### src/rtl/fce_pkg.sv
package fce_pkg;

    typedef enum logic [2:0] {
        CH_IDLE,
        CH_S1,
        CH_S2,
        CH_S3,
        CH_S4,
        CH_S5
    } chain_e;

    typedef enum logic [2:0] {
        EN_IDLE,
        EN_PREP,
        EN_VERIFY,
        EN_WAIT,
        EN_ERASE
    } eng_e;

    localparam logic [10:0] KEY_ADDR_A = 11'h555;
    localparam logic [10:0] KEY_ADDR_B = 11'h2AA;
    localparam logic [7:0]  KEY_DATA_A = 8'hAA;
    localparam logic [7:0]  KEY_DATA_B = 8'h55;
    localparam logic [7:0]  CMD_SETUP  = 8'h80;
    localparam logic [7:0]  CMD_WIPE   = 8'h10;

endpackage

### src/rtl/cmd_chain.sv
module cmd_chain
    import fce_pkg::*;
#(
    parameter int BUS_AW = 11
) (
    input  logic              clk,
    input  logic              rst_n,
    input  logic              wr_i,
    input  logic              busy_i,
    input  logic [BUS_AW-1:0] addr_i,
    input  logic [7:0]        data_i,
    output logic              start_o
);

    typedef struct packed {
        chain_e step;
    } chain_t;

    chain_t cur_q, cur_d;
    logic [BUS_AW-1:0] want_addr;
    logic [7:0]        want_data;
    logic              hit;

    always_comb begin
        want_addr = BUS_AW'(KEY_ADDR_A);
        want_data = KEY_DATA_A;
        case (cur_q.step)
            CH_IDLE: begin want_addr = BUS_AW'(KEY_ADDR_A); want_data = KEY_DATA_A; end
            CH_S1:   begin want_addr = BUS_AW'(KEY_ADDR_B); want_data = KEY_DATA_B; end
            CH_S2:   begin want_addr = BUS_AW'(KEY_ADDR_A); want_data = CMD_SETUP;  end
            CH_S3:   begin want_addr = BUS_AW'(KEY_ADDR_A); want_data = KEY_DATA_A; end
            CH_S4:   begin want_addr = BUS_AW'(KEY_ADDR_B); want_data = KEY_DATA_B; end
            CH_S5:   begin want_addr = BUS_AW'(KEY_ADDR_A); want_data = CMD_WIPE;   end
            default: begin want_addr = BUS_AW'(KEY_ADDR_A); want_data = KEY_DATA_A; end
        endcase
        hit = (addr_i == want_addr) && (data_i == want_data);
    end

    always_comb begin
        cur_d   = cur_q;
        start_o = 1'b0;
        if (busy_i) begin
            cur_d.step = CH_IDLE;
        end else if (wr_i) begin
            if (!hit) begin
                cur_d.step = CH_IDLE;
            end else begin
                case (cur_q.step)
                    CH_IDLE: cur_d.step = CH_S1;
                    CH_S1:   cur_d.step = CH_S2;
                    CH_S2:   cur_d.step = CH_S3;
                    CH_S3:   cur_d.step = CH_S4;
                    CH_S4:   cur_d.step = CH_S5;
                    CH_S5: begin
                        cur_d.step = CH_IDLE;
                        start_o    = 1'b1;
                    end
                    default: cur_d.step = CH_IDLE;
                endcase
            end
        end
    end

    always_ff @(posedge clk or negedge rst_n) begin
        if (!rst_n) begin
            cur_q.step <= CH_IDLE;
        end else begin
            cur_q <= cur_d;
        end
    end

    // the chain never holds progress while the routine runs
    a_r8_busy_clears_chain: assert property (@(posedge clk) disable iff (!rst_n)
        busy_i |=> (cur_q.step == CH_IDLE));

    // a mismatching write always lands the chain at its start
    a_r3_miss_to_idle: assert property (@(posedge clk) disable iff (!rst_n)
        (wr_i && !busy_i && !hit) |=> (cur_q.step == CH_IDLE));

endmodule

### src/rtl/erase_engine.sv
module erase_engine
    import fce_pkg::*;
#(
    parameter int AW           = 6,
    parameter int DW           = 16,
    parameter int ERASE_CYCLES = 200
) (
    input  logic          clk,
    input  logic          rst_n,
    input  logic          start_i,
    input  logic [DW-1:0] rd_data_i,
    output logic [AW-1:0] mem_addr_o,
    output logic          mem_we_o,
    output logic [DW-1:0] mem_wdata_o,
    output logic          busy_o
);

    localparam int CW = $clog2(ERASE_CYCLES + 1);
    localparam logic [CW-1:0] CNT_LAST = CW'(ERASE_CYCLES - 1);

    typedef struct packed {
        eng_e          state;
        logic [AW-1:0] idx;
        logic [CW-1:0] cnt;
    } eng_t;

    eng_t cur_q, cur_d;
    logic last_word;

    assign last_word   = &cur_q.idx;
    assign mem_addr_o  = cur_q.idx;
    assign busy_o      = (cur_q.state != EN_IDLE);

    always_comb begin
        cur_d       = cur_q;
        mem_we_o    = 1'b0;
        mem_wdata_o = '0;
        case (cur_q.state)
            EN_IDLE: begin
                if (start_i) begin
                    cur_d.state = EN_PREP;
                    cur_d.idx   = '0;
                end
            end
            EN_PREP: begin
                mem_we_o    = 1'b1;
                mem_wdata_o = '0;
                if (last_word) begin
                    cur_d.state = EN_VERIFY;
                    cur_d.idx   = '0;
                end else begin
                    cur_d.idx = cur_q.idx + 1'b1;
                end
            end
            EN_VERIFY: begin
                if (rd_data_i != '0) begin
                    cur_d.state = EN_PREP;
                end else if (last_word) begin
                    cur_d.state = EN_WAIT;
                    cur_d.cnt   = '0;
                end else begin
                    cur_d.idx = cur_q.idx + 1'b1;
                end
            end
            EN_WAIT: begin
                if (cur_q.cnt == CNT_LAST) begin
                    cur_d.state = EN_ERASE;
                    cur_d.idx   = '0;
                end else begin
                    cur_d.cnt = cur_q.cnt + 1'b1;
                end
            end
            EN_ERASE: begin
                mem_we_o    = 1'b1;
                mem_wdata_o = '1;
                if (last_word) begin
                    cur_d.state = EN_IDLE;
                    cur_d.idx   = '0;
                end else begin
                    cur_d.idx = cur_q.idx + 1'b1;
                end
            end
            default: cur_d.state = EN_IDLE;
        endcase
    end

    always_ff @(posedge clk or negedge rst_n) begin
        if (!rst_n) begin
            cur_q.state <= EN_IDLE;
            cur_q.idx   <= '0;
            cur_q.cnt   <= '0;
        end else begin
            cur_q <= cur_d;
        end
    end

    // a start seen while idle enters preprogramming next cycle
    a_r2_start_enters_prep: assert property (@(posedge clk) disable iff (!rst_n)
        (start_i && cur_q.state == EN_IDLE) |=> (cur_q.state == EN_PREP && cur_q.idx == '0));

    // preprogramming walks the words in ascending order
    a_r5_prep_ascends: assert property (@(posedge clk) disable iff (!rst_n)
        (cur_q.state == EN_PREP && !last_word) |=>
        (cur_q.state == EN_PREP && cur_q.idx == $past(cur_q.idx) + 1'b1));

    // the erase wait is only entered after a clean verify of the top word
    a_r5_verify_before_wait: assert property (@(posedge clk) disable iff (!rst_n)
        $rose(cur_q.state == EN_WAIT) |-> ($past(cur_q.state) == EN_VERIFY && $past(rd_data_i) == '0));

    // the routine ends right after the last erased word
    a_r4_erase_ends: assert property (@(posedge clk) disable iff (!rst_n)
        (cur_q.state == EN_ERASE && last_word) |=> (cur_q.state == EN_IDLE));

endmodule

### src/rtl/flash_array.sv
module flash_array #(
    parameter int AW = 6,
    parameter int DW = 16
) (
    input  logic          clk,
    input  logic          por_n,
    input  logic          we_i,
    input  logic [AW-1:0] waddr_i,
    input  logic [DW-1:0] wdata_i,
    input  logic [AW-1:0] raddr_a_i,
    output logic [DW-1:0] rdata_a_o,
    input  logic [AW-1:0] raddr_b_i,
    output logic [DW-1:0] rdata_b_o
);

    localparam int DEPTH = 1 << AW;

    logic [DW-1:0] mem_q [DEPTH];
    logic [DW-1:0] mem_d [DEPTH];

    function automatic logic [DW-1:0] fill_word(int unsigned i);
        logic [31:0] t;
        t = (32'(i) * 32'h0000_0301) ^ 32'h0000_5A5A;
        return DW'(t);
    endfunction

    assign rdata_a_o = mem_q[raddr_a_i];
    assign rdata_b_o = mem_q[raddr_b_i];

    always_comb begin
        for (int i = 0; i < DEPTH; i++) begin
            mem_d[i] = mem_q[i];
        end
        if (we_i) begin
            mem_d[waddr_i] = wdata_i;
        end
    end

    always_ff @(posedge clk or negedge por_n) begin
        if (!por_n) begin
            for (int i = 0; i < DEPTH; i++) begin
                mem_q[i] <= fill_word(i);
            end
        end else begin
            for (int i = 0; i < DEPTH; i++) begin
                mem_q[i] <= mem_d[i];
            end
        end
    end

    // the array only changes on a write strobe
    a_r1_hold_without_write: assert property (@(posedge clk) disable iff (!por_n)
        !we_i |=> (mem_q[$past(raddr_a_i)] == $past(rdata_a_o)));

endmodule

### src/rtl/flash_chip_erase.sv
module flash_chip_erase
    import fce_pkg::*;
#(
    parameter int AW           = 6,
    parameter int DW           = 16,
    parameter int BUS_AW       = 11,
    parameter int ERASE_CYCLES = 200
) (
    input  logic              clk,
    input  logic              por_n,
    input  logic              hw_rst_n,
    input  logic              ce_n,
    input  logic              we_n,
    input  logic              oe_n,
    input  logic [BUS_AW-1:0] addr,
    input  logic [7:0]        wdata,
    output logic [DW-1:0]     rdata,
    output logic              ry_by_n
);

    typedef struct packed {
        logic [DW-1:0] data;
        logic          tog;
    } rd_t;

    logic          rst_n;
    logic          wr_cyc;
    logic          rd_cyc;
    logic          start;
    logic          busy;
    logic [AW-1:0] eng_addr;
    logic          eng_we;
    logic [DW-1:0] eng_wdata;
    logic [DW-1:0] bus_word;
    logic [DW-1:0] eng_word;
    rd_t           rd_q, rd_d;

    assign rst_n  = por_n & hw_rst_n;
    assign wr_cyc = !ce_n && !we_n;
    assign rd_cyc = !ce_n && !oe_n && we_n;

    cmd_chain #(
        .BUS_AW (BUS_AW)
    ) u_chain (
        .clk     (clk),
        .rst_n   (rst_n),
        .wr_i    (wr_cyc),
        .busy_i  (busy),
        .addr_i  (addr),
        .data_i  (wdata),
        .start_o (start)
    );

    erase_engine #(
        .AW           (AW),
        .DW           (DW),
        .ERASE_CYCLES (ERASE_CYCLES)
    ) u_engine (
        .clk         (clk),
        .rst_n       (rst_n),
        .start_i     (start),
        .rd_data_i   (eng_word),
        .mem_addr_o  (eng_addr),
        .mem_we_o    (eng_we),
        .mem_wdata_o (eng_wdata),
        .busy_o      (busy)
    );

    flash_array #(
        .AW (AW),
        .DW (DW)
    ) u_array (
        .clk       (clk),
        .por_n     (por_n),
        .we_i      (eng_we),
        .waddr_i   (eng_addr),
        .wdata_i   (eng_wdata),
        .raddr_a_i (addr[AW-1:0]),
        .rdata_a_o (bus_word),
        .raddr_b_i (eng_addr),
        .rdata_b_o (eng_word)
    );

    function automatic logic [DW-1:0] status_word(logic t);
        logic [DW-1:0] s;
        s    = '0;
        s[7] = 1'b0;
        s[6] = t;
        s[2] = t;
        return s;
    endfunction

    always_comb begin
        rd_d = rd_q;
        if (rd_cyc) begin
            if (busy) begin
                rd_d.tog  = ~rd_q.tog;
                rd_d.data = status_word(~rd_q.tog);
            end else begin
                rd_d.data = bus_word;
            end
        end
    end

    always_ff @(posedge clk or negedge rst_n) begin
        if (!rst_n) begin
            rd_q.data <= '0;
            rd_q.tog  <= 1'b0;
        end else begin
            rd_q <= rd_d;
        end
    end

    assign rdata   = rd_q.data;
    assign ry_by_n = !busy;

    // an accepted sixth write drives ready/busy low on the next edge
    a_r2_busy_after_start: assert property (@(posedge clk) disable iff (!rst_n)
        start |=> !ry_by_n);

    // status reads show bit 7 low
    a_r7_dq7_low: assert property (@(posedge clk) disable iff (!rst_n)
        (rd_cyc && busy) |=> (rdata[7] == 1'b0));

    // every status read flips the toggle bits
    a_r7_toggle_flips: assert property (@(posedge clk) disable iff (!rst_n)
        (rd_cyc && busy) |=> (rdata[6] != $past(rd_q.tog) && rdata[2] == rdata[6]));

    // reads while ready return array contents
    a_r6_ready_reads_array: assert property (@(posedge clk) disable iff (!rst_n)
        (rd_cyc && !busy) |=> (rdata == $past(bus_word)));

endmodule

### config.mk
export PLATFORM = sky130hd
export DESIGN_NAME = flash_chip_erase
export DESIGN_NICKNAME = d
export VERILOG_FILES = /design/src/rtl/fce_pkg.sv /design/src/rtl/cmd_chain.sv /design/src/rtl/erase_engine.sv /design/src/rtl/flash_array.sv /design/src/rtl/flash_chip_erase.sv
export SDC_FILE = /design/constraint.sdc
export NUM_CORES = 1
export LEC_CHECK = 0
export BUFFER_PORTS_ARGS = -buffer_cell sky130_fd_sc_hd__buf_2
export CAP_MARGIN = 20
export CORE_MARGIN = 4
export CORE_UTILIZATION = 64
export DETAILED_ROUTE_END_ITERATION = 12
export GPL_TIMING_DRIVEN = 0
export HOLD_SLACK_MARGIN = 0.05
export MAX_ROUTING_LAYER = met4
export PLACE_DENSITY = 0.82
export SLEW_MARGIN = 5
export SYNTH_ARGS = -nofsm -noshare
export SYNTH_HDL_FRONTEND = slang
export SYNTH_SLANG_ARGS = --single-unit
### constraint.sdc
create_clock -name clk -period 3.1 [get_ports clk]
set_clock_uncertainty 0.15 [all_clocks]
set_input_delay 0 -clock clk [delete_from_list [all_inputs] [get_ports clk]]
set_output_delay 0 -clock clk [all_outputs]
set_load 0.005 [all_outputs]
Yosys cells after proc, flatten, opt, wreduce, memory -nomap -nowiden
Cells that the tools add are included.
Operators by class
  $lt $le $gt $ge: 3
  reductions and logical operators: 23
  muxes and demuxes: 36
  add/subtract/negate cells: 2
  eq/ne operators: 21
  bitwise operators: 4
Operators with widths (number)
  $bwmux 1024: 1
  $bmux 16 s6: 2
  $mux 16: 7
  $demux 16 s6: 1
  $pmux 3 s5: 2
  $pmux 6 s4: 1
  $pmux 8 s3: 1
  $mux 3: 7
  $mux 9: 2
  $mux 8: 2
  $pmux 8 s2: 1
  $reduce_bool 16->1: 1
  $ge 7x7->1 const B: 2
  $mux 14: 1
  $not 6->7: 2
  $eq 3x2->1 const B: 4
  $mux 6: 2
  $eq 11x11->1: 1
  $mux 11: 1
  $reduce_and 5->1: 2
  $eq 3x3->1 const B: 3
  $add 8x1->8 const B: 1
  $eq 8x8->1: 1
  $eq 8x8->1 const B: 1
  19 further kinds: 40
Storage, ports and cells
  register bits: 1061
  output and inout port bits: 17
  input bits: 25

Depth between registers and ports, before layout
  word-level depth: 10
  depth in mapped cells: 11
  depth with buffers taken out: 8

Cells and area by module
A second synthesis with hierarchy kept.
Second synthesis, totals
  cells, all modules: 3892
  area total of the unflattened synthesis: 57846.7 µm²
Modules (own cells, without submodules)
  flash_array: instances 1, area each 55175.4 µm², cells an instance 3611, seq. area each 26265.2 µm²
  erase_engine: instances 1, area each 1340.0 µm², cells an instance 139, seq. area each 425.4 µm²
  flash_chip_erase: instances 1, area each 902.1 µm², cells an instance 93, seq. area each 425.4 µm²
  cmd_chain: instances 1, area each 429.2 µm², cells an instance 49, seq. area each 75.1 µm²

Worst setup path after synthesis
Ideal clock, no wire load.
  path type: register to register
  from: register u_engine.cur_q (netlist bit u_engine.mem_addr_o[1])
  to: register u_engine.cur_q (netlist bit u_engine.mem_addr_o[4])
  stages on the path, launching flop included: 10
  setup slack: 0.459 ns
  setup time: 0.066 ns
  data arrival time: 2.425 ns
  required time: 2.884 ns
  cell sequence: dfrtp_1 buf_6 mux4_2 and2_1 a211oi_1 o32a_1 nor4_2 o31a_1 or4_1 nand2_1
On the way
  longest elaborated chain between the ends: 7
  elaborated cells between the ends (all ways): 14
  those cells by class: 1 x add/sub; 2 x eq/ne; 7 x mux; 1 x bitwise; 3 x reduce/logical
RTL lines
  from (decl): RTL line erase_engine.sv:27  | eng_t cur_q, cur_d;
  from (signal assigned): RTL line erase_engine.sv:93  | cur_q <= cur_d;
  $not 6->7 (implied by the code): RTL line flash_array.sv:28  | assign rdata_b_o = mem_q[raddr_b_i];
  $bmux 16 s6: RTL line flash_array.sv:28
  $mux 16 (implied by the code) (2 in a row): RTL line flash_array.sv:28
  $reduce_bool 16->1: RTL line erase_engine.sv:56  | if (rd_data_i != '0) begin
  $ne 2x2->1 (no line)
  $reduce_and 5->1 (no line)
Parallel ways exist; a longest one is shown, timed or not. The select of a mux whose other input is x is not followed.
A chain may end at the register's enable or synchronous reset.

Worst setup path in the final report
  from: register u_engine.cur_q (netlist bit u_engine.mem_addr_o[1])
  to: register u_engine.cur_q (netlist bit u_engine.mem_addr_o[3])
The elaborated chain is that of the path after synthesis.

==> flow_metrics.tcl <==
set metrics [dict create \
    place_area_um2 12200 \
    die_w_um 143 \
    syn_to_final_growth_pct 11.9 \
    power.leakage_nw 5.45 \
    diodes 0 \
    layout_setup_ws_ns -0.0471 \
    yosysSeqAreaShare_pct 35.9 \
    syn_area_um2 11700 \
    ir_worst_vdd_mv 0.399 \
    crit_path_end_kind "flip-flop" \
    powerDensity_nw_per_um2 368 \
    period_needed_ns 3.15 \
    clockBufferDepth 2 \
    io_pins 42 \
    synthDistinctLibCells 74 \
    final_antenna_net_count 0 \
    grt_pass1_wl_um 67400 \
    syn_nets 1320 \
    final-max-slew-violation-count 0 \
    via_count 11587 \
    violations "design-rule violations, negative setup slack" \
    cts_buffers 17 \
    place_congestion 1.12 \
    cts_root_buf "clkbuf_16" \
    wl_per_cell_um 28.0 \
    insertion_delay_ns 0.45 \
    dp_hpwl_um 33900 \
    first_pass_iters 11 \
    status "finished, violations left" \
    grt_max_degree 77 \
    synth_seq_cells 164 \
    syn_avg_cell_area_um2 9.02 \
    final_cell_mix "173 x nand2_1, 141 x o21ai_0, 99 x dfrtp_1, 93 x a21oi_1, 91 x mux2_2" \
    rsz0062_at_grt "true" \
    cts_tree "yes" \
    yosys_warnings 0 \
    post-route-drc-count 2 \
    synth_ff_type "dfrtp_1" \
    arrival_ns 3.33 \
    synth_edf_count 0 \
    crit_path_start_kind "flip-flop" \
    fin_crit_sh_pct 102 \
    regArea_um2 4190 \
    cp_max_fo 10 \
    grtUsageTotal_pct 45.7 \
    nNetsFinal 1388 \
    rows 49 \
    multi_input_area_um2 6940 \
    syn_inst 1293 \
    via_per_inst 7.23 \
    final_common_cell "nand2_1" \
    hold_viol_final 0 \
    setup_viol 3 \
    clock-sinks 164 \
    hp-class "input pin to flip-flop" \
    portBuffers 39 \
    die_area_um2 20400 \
    max_slew_margin_pct 38.4 \
    worst_pin_slew_ns 0.924 \
    grt_pass1_vias 11459 \
    cp.required_ns 3.29 \
    fmax_mhz 318 \
    path_clk_slew_ns 0.08 \
    wl_um 44800 \
    total_power_mw 4.80 \
    initial_core_util_pct 64.9 \
    dieHeight_um 143 \
    dr.first_iter.drc_count 1767 \
    fillers 1329 \
    antenna_found_initial 0 \
    core_area_um2 18000 \
    htreeDepth 4 \
    drive_above_1_share_pct 25.8 \
    synthArstFlopShare_pct 100 \
    design_area_um2 13100 \
    gr-total-overflow 0 \
    worstSetupPathType "flip-flop to flip-flop" \
    max_cap_violations 0 \
]
where the power goes:
group / switching (mW) / internal, mW / leakage [nW]
combinational: 0.297 / 0.142 / 3.12
sequential: 0.00598 / 2.15 / 2.04
clock: 1.04 / 1.17 / 0.289
per-layer routing:
layer	wire length [um]	global-route usage (%)	vias to the layer above
met3	6070	13.5	297
li1	-	-	4882
met4	3760	31.4	0
met1	15400	54.2	5358
met5	0	-	-
met2	19500	67.0	1050
critical path: stages, from the launching register on:
cell and delay (ns):
dfrtp_1 0.41, buf_12 0.18, clkbuf_4 0.23, inv_1 0.13, a211oi_1 0.34, a211oi_2 0.12
o32a_1 0.41, nor4_4 0.43, nor2_1 0.22, o21a_1 0.23, o22a_1 0.19
cell type report:
type,instances,area share (%)
inverter,14,0.403
clock inverter,14,1.26
multi-input combinational,995,53.2
sequential,164,32.1
timing repair buffer,50,2.66
clock buffer,18,3.36
tap,229,2.19
buffer,119,4.91
repair_timing:
action	4_1_cts	5_1_grt
resized for setup	12	28
endpoints found under the setup margin	27	18
pin swaps	1	2
endpoints found under the hold margin	131	0
setup buffers	0	1
hold buffers	8	0
state kept, by name, indices dropped and copies added (netlist names):
signal,count
u_engine.cur_q,11
u_array.mem_q,128
rd_q,1
u_chain.cur_q,3
u_engine.mem_addr_o,6
rdata,15
cells in the mapped netlist, types with 28 or more instances:
cell | instances | area [um^2]
mux2i_1 | 49 | 490
clkbuf_1 | 63 | 236
nor2_1 | 89 | 334
buf_2 | 30 | 150
o21ai_0 | 141 | 706
a21oi_1 | 95 | 475
mux2_2 | 91 | 1020
dfstp_2 | 64 | 1680
nand2_1 | 175 | 657
nand3_1 | 28 | 140
dfrtp_1 | 100 | 2500
mux4_2 | 41 | 923
path summary, 6_finish.rpt:
path / start / to / slack, ns / cells after the start
max: u_engine.mem_addr_o[1] / u_engine.mem_addr_o[3] / -0.05 / 10
min: ce_n / u_chain.cur_q[0] / 0.06 / 6
max reg2reg: u_engine.mem_addr_o[1] / u_engine.mem_addr_o[3] / -0.05 / 10
min reg2reg: rdata[11] / rdata[11] / 0.34 / 2
max in group asynchronous: hw_rst_n / u_chain.cur_q[0] / 1.67 / 5
min in group asynchronous: por_n / u_array.mem_q[318] / 0.17 / 2
kinds of logic after synthesis:
kind of cell	Yosys count	synth area share [%]
AND/OR/NAND/NOR	429	17.3
AO/OA/AOI/OAI	380	20.0
multiplexers	181	20.9
flip-flops	164	35.9
buffers and inverters	134	5.50
XOR/XNOR	3	0.225
adder cells (fa/ha/maj)	2	0.215
stage by stage:
| step | TNS, ns | instances | setup slack (ns) | hold WS, ns | utilization (%) |
|---|---|---|---|---|---|
| final | -0.105 | 1603 | -0.0471 | 0.0581 | 72.7 |
| after global routing | -0.494 | 1603 | -0.106 | 0.115 | 72.7 |
| after CTS | 0 | 1603 | 0.00356 | 0.0606 | 72.0 |
| after detailed placement | -8.41 | 1563 | -0.638 | -0.213 | 67.9 |
| after global placement | -46.29 | 1561 | -1.08 | 0.314 | 67.6 |
| after floorplan | 0 | 1293 | 0.459 | -0.446 | - |
No activity file was read; power rests on OpenSTA's default activity.
